File: src/rtl/press_counter_pkg.sv
package press_counter_pkg;
  localparam int unsigned DEF_CNT_W   = 4;
  localparam int unsigned DEF_HIST_W  = 5;
  localparam int unsigned DEF_SYNC_N  = 2;
  // lane positions inside the synchronizer bundle
  localparam int unsigned LANE_BTN    = 0;
  localparam int unsigned LANE_DIR    = 1;
  localparam int unsigned LANES       = 2;

  typedef enum logic {
    DIR_DOWN = 1'b0,
    DIR_UP   = 1'b1
  } dir_e;
endpackage

File: src/rtl/pc_sync.sv
module pc_sync #(
  parameter int unsigned WIDTH  = 2,
  parameter int unsigned STAGES = 2,
  parameter logic [WIDTH-1:0] RST_VAL = '0
) (
  input  logic             clk_i,
  input  logic             rst_i,
  input  logic [WIDTH-1:0] d_i,
  output logic [WIDTH-1:0] q_o
);
  logic [WIDTH-1:0] stg [STAGES];

  always_ff @(posedge clk_i) begin
    if (rst_i) begin
      for (int s = 0; s < int'(STAGES); s++) stg[s] <= RST_VAL;
    end else begin
      stg[0] <= d_i;
      for (int s = 1; s < int'(STAGES); s++) stg[s] <= stg[s-1];
    end
  end

  assign q_o = stg[STAGES-1];
endmodule

File: src/rtl/pc_press_detect.sv
module pc_press_detect #(
  parameter int unsigned HIST_W = 5
) (
  input  logic clk_i,
  input  logic rst_i,
  input  logic lvl_i,
  output logic step_o
);
  // the oldest sample is low and every newer sample is high
  localparam logic [HIST_W-1:0] MATCH = {1'b0, {(HIST_W-1){1'b1}}};

  logic [HIST_W-1:0] hist;

  always_ff @(posedge clk_i) begin
    if (rst_i) hist <= '1;
    else       hist <= {hist[HIST_W-2:0], lvl_i};
  end

  assign step_o = (hist == MATCH);
endmodule

File: src/rtl/pc_updown.sv
module pc_updown
  import press_counter_pkg::*;
#(
  parameter int unsigned CNT_W = 4
) (
  input  logic             clk_i,
  input  logic             rst_i,
  input  logic             step_i,
  input  dir_e             dir_i,
  output logic [CNT_W-1:0] cnt_o
);
  localparam logic [CNT_W-1:0] ONE = CNT_W'(1);

  logic [CNT_W-1:0] cnt_q;

  always_ff @(posedge clk_i) begin
    if (rst_i)       cnt_q <= '0;
    else if (step_i) cnt_q <= (dir_i == DIR_UP) ? cnt_q + ONE : cnt_q - ONE;
  end

  assign cnt_o = cnt_q;
endmodule

File: src/rtl/press_counter.sv
module press_counter
  import press_counter_pkg::*;
#(
  parameter int unsigned CNT_W  = DEF_CNT_W,
  parameter int unsigned HIST_W = DEF_HIST_W,
  parameter int unsigned SYNC_N = DEF_SYNC_N
) (
  input  logic             clk_i,
  input  logic             rst_i,
  input  logic             btn_i,
  input  logic             dir_i,
  output logic [CNT_W-1:0] count_o
);
  // the button lane resets high so that a press held through reset does not count
  localparam logic [LANES-1:0] SYNC_RST = LANES'(1) << LANE_BTN;

  logic [LANES-1:0] raw_w, syn_w;
  logic             step_w;
  logic             btn_s;
  dir_e             dir_s;

  assign raw_w[LANE_BTN] = btn_i;
  assign raw_w[LANE_DIR] = dir_i;

  pc_sync #(.WIDTH(LANES), .STAGES(SYNC_N), .RST_VAL(SYNC_RST)) u_sync (
    .clk_i (clk_i),
    .rst_i (rst_i),
    .d_i   (raw_w),
    .q_o   (syn_w)
  );

  assign btn_s = syn_w[LANE_BTN];
  assign dir_s = dir_e'(syn_w[LANE_DIR]);

  pc_press_detect #(.HIST_W(HIST_W)) u_detect (
    .clk_i  (clk_i),
    .rst_i  (rst_i),
    .lvl_i  (btn_s),
    .step_o (step_w)
  );

  pc_updown #(.CNT_W(CNT_W)) u_cnt (
    .clk_i  (clk_i),
    .rst_i  (rst_i),
    .step_i (step_w),
    .dir_i  (dir_s),
    .cnt_o  (count_o)
  );
endmodule

File: config.mk
export PLATFORM = sky130hd
export DESIGN_NAME = press_counter
export DESIGN_NICKNAME = d
export VERILOG_FILES = /design/src/rtl/press_counter_pkg.sv /design/src/rtl/pc_sync.sv /design/src/rtl/pc_press_detect.sv /design/src/rtl/pc_updown.sv /design/src/rtl/press_counter.sv
export SDC_FILE = /design/constraint.sdc
export NUM_CORES = 1
export LEC_CHECK = 0
export BUFFER_PORTS_ARGS = -buffer_cell sky130_fd_sc_hd__buf_2
export CORE_AREA = 3 3 40 42
export DETAILED_ROUTE_END_ITERATION = 8
export DIE_AREA = 0 0 43 45
export GPL_ROUTABILITY_DRIVEN = 0
export PLACE_DENSITY = 0.54
export SLEW_MARGIN = 40
export SYNTH_ARGS = -nofsm -noshare
export SYNTH_HDL_FRONTEND = slang
export SYNTH_HIERARCHICAL = 1
export SYNTH_SLANG_ARGS = --single-unit
File: constraint.sdc
create_clock -name clk_i -period 5.1 [get_ports clk_i]
set_clock_uncertainty 0.15 [all_clocks]
set_input_delay 1.02 -clock clk_i [delete_from_list [all_inputs] [get_ports clk_i]]
set_output_delay 1.02 -clock clk_i [all_outputs]
set_load 0.01 [all_outputs]
# ---- Word level (Yosys, flattened, before mapping)
# Memories as Yosys holds them, arrays and structs flattened.
# Index checks and enable logic that the tools add are counted.
dict set report classes {
  n_addsub 2
  n_eq_ne 1
  mux 6
  bitwise_logic 2
}
# operator n
set op_table {}
lappend op_table {{$eq A5 B4 Y1 const B} 1}
lappend op_table {{$add A4 B1 Y4 const B} 1}
lappend op_table {{$mux W2} 2}
lappend op_table {{$mux W4} 1}
lappend op_table {{$sub A4 B1 Y4 const B} 1}
lappend op_table {{$mux W1} 3}
lappend op_table {{$or A1 B1 Y1} 2}
dict set report word_totals {
  register_bits 9
  ram_bits 4
  out_inout_bits 4
  elab_cells 14
  mem_count 1
}
# name words width rd rd_clocked_by_memory_dff wr line
set mem_list {}
lappend mem_list {u_sync.stg 2 2 2 0 2 pc_sync.sv:11} ;# logic [WIDTH-1:0] stg [STAGES];

# ---- Depth between registers and ports, before layout
# Gate-level depths: netlist of the first run.
dict set report logic_depth {
  ltp_word 3
  depth_mapped 7
  mapped_depth_nobuf 6
}

# ---- Hierarchy
# Netlist of the first run, hierarchy kept.
# module instances cells_per_inst area_per_inst_um2 seq_area_each_um2
set by_module_without_submodules {}
lappend by_module_without_submodules {pc_updown 1 24 234.0 80.1}
lappend by_module_without_submodules {pc_press_detect 1 12 147.6 100.1}
lappend by_module_without_submodules {pc_sync 1 10 120.1 80.1}

# ---- Worst setup path before layout of the first run
# OpenSTA, ideal clock, no wires.
dict set report synth_timing {
  path_type {register -> register}
  startpoint {memory u_sync.stg[1][1], in the netlist u_sync/stg[0][3]}
  endpoint {register u_cnt.cnt_q[3], in the netlist u_cnt/cnt_o[3]}
  setup_ns 0.123
  arrival_ns 1.580
  path_slack_ns 3.246
  stages_incl_launch_ff 8
  path_buffers 1
  period_less_slack_ns 1.854
  path_cell_list {dfxtp_1 -> buf_4 -> inv_1 -> ha_1 -> a21o_1 -> a21oi_2 -> mux2i_1 -> mux2_1}
}
# item line
set synth_lines {}
lappend synth_lines {{from (decl)} pc_sync.sv:11}
lappend synth_lines {{to (signal assigned)} pc_updown.sv:18} ;# else if (step_i) cnt_q <= (dir_i == DIR_UP) ? cnt_q + ONE : cnt_q - ONE;
lappend synth_lines {{to (decl)} pc_updown.sv:14} ;# logic [CNT_W-1:0] cnt_q;

# ---- Worst setup path in the final report of the first run
dict set report layout_timing {
  startpoint {register u_cnt.cnt_q[0], in the netlist u_cnt/cnt_o[0]}
  endpoint {output port count_o[0]}
}
# item line
set layout_lines {}
lappend layout_lines {{to (decl)} press_counter.sv:12} ;# output logic [CNT_W-1:0] count_o
# No word-level cell between the ends.

==> out/metrics.csv, run 1 <==
metric,value,unit
status,finished clean,
cts_tree,done,
yosys_warnings,6,
netSwitchingFraction,20.32,%
slowest_delay,0.41,ns
netlist_instances,46,
intPower,0.1367,mW
drt-initial-drc-count,3,
cts_setup_buffers,0,
synth_compound_area_share,4.738,%
netlist_area,501.7,um2
place_area,536.8,um2
seqPwrFrac,60.7,%
clk_pin_slew,0.07,ns
synthFlopType,dfxtp_1,
wire_per_inst,9.754,um
yosys.area_share.adder,8.978,%
slew_viol_final,0,
grt_usage,8.040,%
routed_via_density,4.406,
period_share,39.53,%
synth_nets,53,
fmax,496.1,MHz
finalSetupTns,0,ns
grt_overflow,0,
min_from,u_sync/stg[0][2]$_SDFF_PP1_,
synth-seq-area-share,51.87,%
ys_async_sr_fraction,0,%
die_y,45,um
power_density,304.7,nW/um2
ctsHoldBuffers,0,
nets,62,
rows,13,
final_util,43.82,%
nFillCells,126,
rsz0062_at_grt,no,
hp-class,reg -> reg,
max_slew.worst_pin.slew,0.2021,ns
holdPathEnd,u_detect/hist[0]$_SDFF_PP1_,
cap_violations,0,
worstHoldPathCells,1,
cp-start-kind,register,
synth-simple-area-share,20.20,%
numClockSinks,13,
period_needed,2.016,ns
p_total,0.1716,mW
finalInstanceArea,563.0,um2
initial_core_util,39.05,%
syn_avg_cell_area,10.91,um2
worstSkewPairLatency,0.27,ns
cellLeakagePower,0.2476,nW
cp_top_family,flip-flops,
max-vdd-ir-drop,129.7,uV
cp_max_fo,4,
cts_resized,0,
synth_xor_area_share,3.491,%
drive_above_1_share,31.48,%
p_sw,0.03486,mW
hold_viol,0,
synth-edff-count,0,
wl,673,um
antenna_left,0,
path_class,reg -> out,
pin_count,8,
cts_buffer_depth,2,
reg2reg_slack,3.23,ns
cp_slowest_cell,dfxtp_1,
drt-pass1-iter-count,2,
diodes,0,
worst_r2r_endpoint,u_cnt/cnt_o[3]$_SDFFE_PP0P_,
drc,0,
combPwrFrac,3.6,%
worst_r2r_path_depth,6,
pwr-share-clk,35.7,%
end_kind,output pin,
dieArea,1935,um2
ys_types,18,
setup_ws,3.084,ns
grt_pass1_vias,269,
setup_viol,0,
synth_top_family_by_area,simple AND/OR/NAND/NOR gates,
critPathRequiredTime,3.93,ns
post-place-ws,3.237,ns
core,1285,um2
antenna_found_initial,0,
syn_to_final_growth,12.22,%
die_w,43,um
root_buffer,clkbuf_4,
num_vias,304,
worstReg2RegStart,u_sync/stg[0][3]$_SDFF_PP0_,
synthMuxAreaShare,6.234,%
arrival,0.85,ns
path_cells,buf_2,
path_buf_inv,1,
grt_max_degree,15,
grt_pass1_wl,1069,um
cts-buffers-inserted,3,
synth-seq-cells,13,
io_buffer_count,7,
htreeDepth,1,
slew_headroom,86.52,%
## placed cells by master, fill, tap and decap left out, drive strengths merged, types with 2 or more instances in the layout
master	count
nor2	4
xnor2	2
buf	7
or2	7
clkbuf	4
nand2	3
ha	2
dfxtp	13
nor2b	3
mux2i	2
## stage by stage
stage / hold WS [ns] / std cells
final: 0.2644 / 69
after global routing: 0.2908 / 69
after CTS: 0.2679 / 69
after global placement: 0.2429 / 65
after detailed placement: 0.2485 / 65
after floorplan: 0.2354 / 46
## metal layers
metal | track usage [%] | wire length, um
met2 | 10.18 | 289
met4 | 9.036 | 4
met3 | 2.390 | 37
met1 | 10.05 | 343
met5 | 0 | 0
## cell usage after synthesis (2+ instances only)
| cell type | instances | area share [%] |
|---|---|---|
| dfxtp_1 | 13 | 52 |
| or2_2 | 5 | 6.2 |
| nor2_1 | 4 | 3.0 |
| nand2_1 | 3 | 2.2 |
| nor2b_1 | 3 | 3.7 |
| buf_4 | 2 | 3.0 |
| ha_1 | 2 | 5.0 |
| mux2i_1 | 2 | 4.0 |
| or2_1 | 2 | 2.5 |
| xnor2_1 | 2 | 3.5 |
## sequential cells by signal (all words and copies together) (netlist names)
register / count
u_cnt/cnt_o: 4
u_detect/hist: 5
u_sync/stg: 4
## power groups by stage
stage,registers (mW),logic (mW),clock network (mW)
6_report,0.104,0.00623,0.0612
5_1_grt,0.104,0.00689,0.0679
4_1_cts,0.104,0.00630,0.0650
3_5_place_dp,0.107,0.00633,0
3_3_place_gp,0.106,0.00586,0
2_1_floorplan,0.106,0.00428,0
## cells by family (layout without fill, tap and decap cells)
logic type | Yosys count | in the layout
and+or+nand+nor | 18 | 18
adders and majority gates | 3 | 3
muxes | 3 | 3
buffers and inverters | 4 | 12
DFF | 13 | 13
AOI/OAI and AO/OA | 3 | 3
xor gates and xnor gates | 2 | 2
## area by class of cell
cell class	count	area [um2]	share of cell area (%)
tap	15	18.77	3.333
clock buffer	4	26.28	4.667
multi-input combinational	29	219.0	38.89
inverter	1	3.754	0.6667
sequential	13	260.3	46.22
timing repair buffer	7	35.03	6.222
## how the worst max path moves through the flow
stage	cells after the start	slack (ns)	start	end
2_1_floorplan	7	3.25	u_sync/stg[0][3]$_SDFF_PP0_	u_cnt/cnt_o[3]$_SDFFE_PP0P_
4_1_cts	1	3.06	u_cnt/cnt_o[0]$_SDFFE_PP0P_	count_o[0]
5_1_grt	1	3.02	u_cnt/cnt_o[0]$_SDFFE_PP0P_	count_o[0]
6_report	1	3.08	u_cnt/cnt_o[0]$_SDFFE_PP0P_	count_o[0]
3_3_place_gp	3	3.28	rst_i	u_cnt/cnt_o[3]$_SDFFE_PP0P_
3_5_place_dp	6	3.24	u_sync/stg[0][3]$_SDFF_PP0_	u_cnt/cnt_o[3]$_SDFFE_PP0P_
Power figures use the tool's default switching activity.
==> run 2, diff against run 1 <==
--- a/config.mk
+++ b/config.mk
@@ -10,7 +10,7 @@
 export DETAILED_ROUTE_END_ITERATION = 8
 export DIE_AREA = 0 0 43 45
 export GPL_ROUTABILITY_DRIVEN = 0
-export PLACE_DENSITY = 0.54
+export PLACE_DENSITY = 0.56
 export SLEW_MARGIN = 40
 export SYNTH_ARGS = -nofsm -noshare
 export SYNTH_HDL_FRONTEND = slang
==> constraint.sdc (replaced) <==
create_clock -name clk_i -period 1.8 [get_ports clk_i]
set_clock_uncertainty 0.15 [all_clocks]
set_input_delay 0.36 -clock clk_i [delete_from_list [all_inputs] [get_ports clk_i]]
set_output_delay 0.36 -clock clk_i [all_outputs]
set_load 0.01 [all_outputs]
==> out/metrics.csv, run 2 (same netlist as run 1, synthesis figures left out) <==
metric,value,unit,change
status,finished clean,,
intPower,0.3894,mW,+180%
syn_to_final_growth,17.21,%,
htreeDepth,1,,unchanged
initial_core_util,39.05,%,unchanged
netSwitchingFraction,21.16,%,+0.84 points
period_share,93.79,%,
dieArea,1935,um2,unchanged
cp_max_fo,4,,unchanged
cts_tree,done,,
rsz0062_at_grt,no,,
cts_buffer_depth,2,,unchanged
path_cells,"ha_4, a21o_1, a21oi_2, mux2i_1, mux2_1",,
path_class,reg -> reg,,
cp_slowest_cell,dfxtp_2,,
io_buffer_count,7,,unchanged
top_layer_used,met4,,
routed_via_density,4.557,,+3.4%
arrival,1.71,ns,+0.86 ns
pwr-share-clk,36.1,%,+0.4 points
wire_per_inst,10.10,um,+3.6%
drt-pass1-iter-count,2,,unchanged
end_kind,register,,
regMostFlops,u_detect/hist,,
path_buf_inv,0,,-1
final_common_cell,dfxtp_1,,
largest_reg_flops,5,,unchanged
root_buffer,clkbuf_4,,
slew_headroom,85.99,%,-0.54 points
wl_met3,49,um,+32%
nFillCells,125,,-0.79%
place_area,544.3,um2,+1.4%
num_vias,319,,+4.9%
hold_viol,0,,unchanged
die_w,43,um,unchanged
grt_pass1_wl,1166,um,+9.1%
power_density,840.0,nW/um2,+180%
wl_met2,276,um,-4.5%
slowest_delay,0.39,ns,-0.02 ns
max_slew.worst_pin.slew,0.2102,ns,+0.008026 ns
diodes,0,,unchanged
nets,63,,+1.6%
pin_count,8,,unchanged
grt_overflow,0,,unchanged
grt_pass1_vias,286,,+6.3%
slew_viol_final,0,,unchanged
wl,707,um,+5.1%
critPathRequiredTime,1.82,ns,-2.11 ns
p_sw,0.1045,mW,+200%
final_cell_mix,"dfxtp_1, buf_2, or2_2",,
cts_setup_buffers,0,,unchanged
drive_above_1_share,40.00,%,+8.5 points
drc,0,,unchanged
period_needed,1.688,ns,
antenna_left,0,,unchanged
cts-buffers-inserted,3,,unchanged
rows,13,,unchanged
grt_max_degree,15,,unchanged
cap_violations,0,,unchanged
grt_usage,9.076,%,+1.0 points
max-vdd-ir-drop,306.2,uV,+140%
finalSetupTns,0,ns,unchanged
ctsHoldBuffers,0,,unchanged
worstSkewPairLatency,0.28,ns,about the same
setup_viol,0,,unchanged
core,1285,um2,unchanged
hp-class,in -> reg,,
wl_met1,349,um,+1.7%
die_y,45,um,unchanged
drt-initial-drc-count,2,,-1
cellLeakagePower,0.2539,nW,+2.5%
cp_top_family,multiplexers,,
numClockSinks,13,,unchanged
combPwrFrac,4.0,%,+0.4 points
clk_pin_slew,0.08,ns,about the same
seqPwrFrac,59.9,%,-0.8 points
antenna_found_initial,0,,unchanged
cp-start-kind,register,,
fmax,592.3,MHz,
finalInstanceArea,588.1,um2,+4.4%
==> run 2: layout make-up <==
class	count	area, um2	area share (%)
clock buffers	4	26.28	4.468
inverters	1	6.256	1.064
multi-input cells	29	231.5	39.36
flip-flops and latches	13	262.8	44.68
well taps	15	18.77	3.191
repair buffers	8	42.54	7.234
==> run 2: stage by stage <==
step | hold WS (ns) | setup slack (ns) | total power, mW | util (%) | std cells
finish | 0.1065 | 0.1118 | 0.4940 | 45.76 | 70
global route | 0.1057 | 0.01839 | 0.5207 | 45.76 | 70
CTS | 0.09873 | 0.01896 | 0.5039 | 44.50 | 70
detailed placement | 0.2445 | 0.01989 | 0.3210 | 42.36 | 66
global placement | 0.2408 | 0.002747 | 0.3206 | 42.36 | 66
floorplan | 0.2354 | 0.01021 | 0.3137 | - | 46
==> run 2: path summary, 6_finish.rpt <==
check	endpoint	cells past startpoint	startpoint	slack, ns
hold / removal	u_sync/stg[0][0]$_SDFF_PP1_	2	btn_i	0.11
setup / recovery	u_cnt/cnt_o[3]$_SDFFE_PP0P_	5	u_cnt/cnt_o[1]$_SDFFE_PP0P_	0.11
setup reg to reg	u_cnt/cnt_o[3]$_SDFFE_PP0P_	5	u_cnt/cnt_o[1]$_SDFFE_PP0P_	0.11
hold reg to reg	u_detect/hist[0]$_SDFF_PP1_	1	u_sync/stg[0][2]$_SDFF_PP1_	0.26
==> run 2: per-layer routing <==
layer	global-route usage (%)	vias to the layer above
met1	11.14	139
li1	-	164
met2	10.48	11
met3	3.984	5
met4	10.84	0
met5	0	-
==> run 2: power by group through the flow <==
| stage | registers (mW) | logic, mW | clock network, mW |
|---|---|---|---|
| 2_1_floorplan | 0.301 | 0.0123 | 0 |
| 3_3_place_gp | 0.302 | 0.0187 | 0 |
| 3_5_place_dp | 0.302 | 0.0192 | 0 |
| 4_1_cts | 0.295 | 0.0193 | 0.189 |
| 5_1_grt | 0.297 | 0.0230 | 0.201 |
| 6_report | 0.296 | 0.0198 | 0.178 |
==> run 2: what timing repair did <==
item,4_1_cts,5_1_grt
endpoints found under the hold margin,0,0
setup endpoints to repair,1,1
pin swaps,0,3
resized for setup,1,3
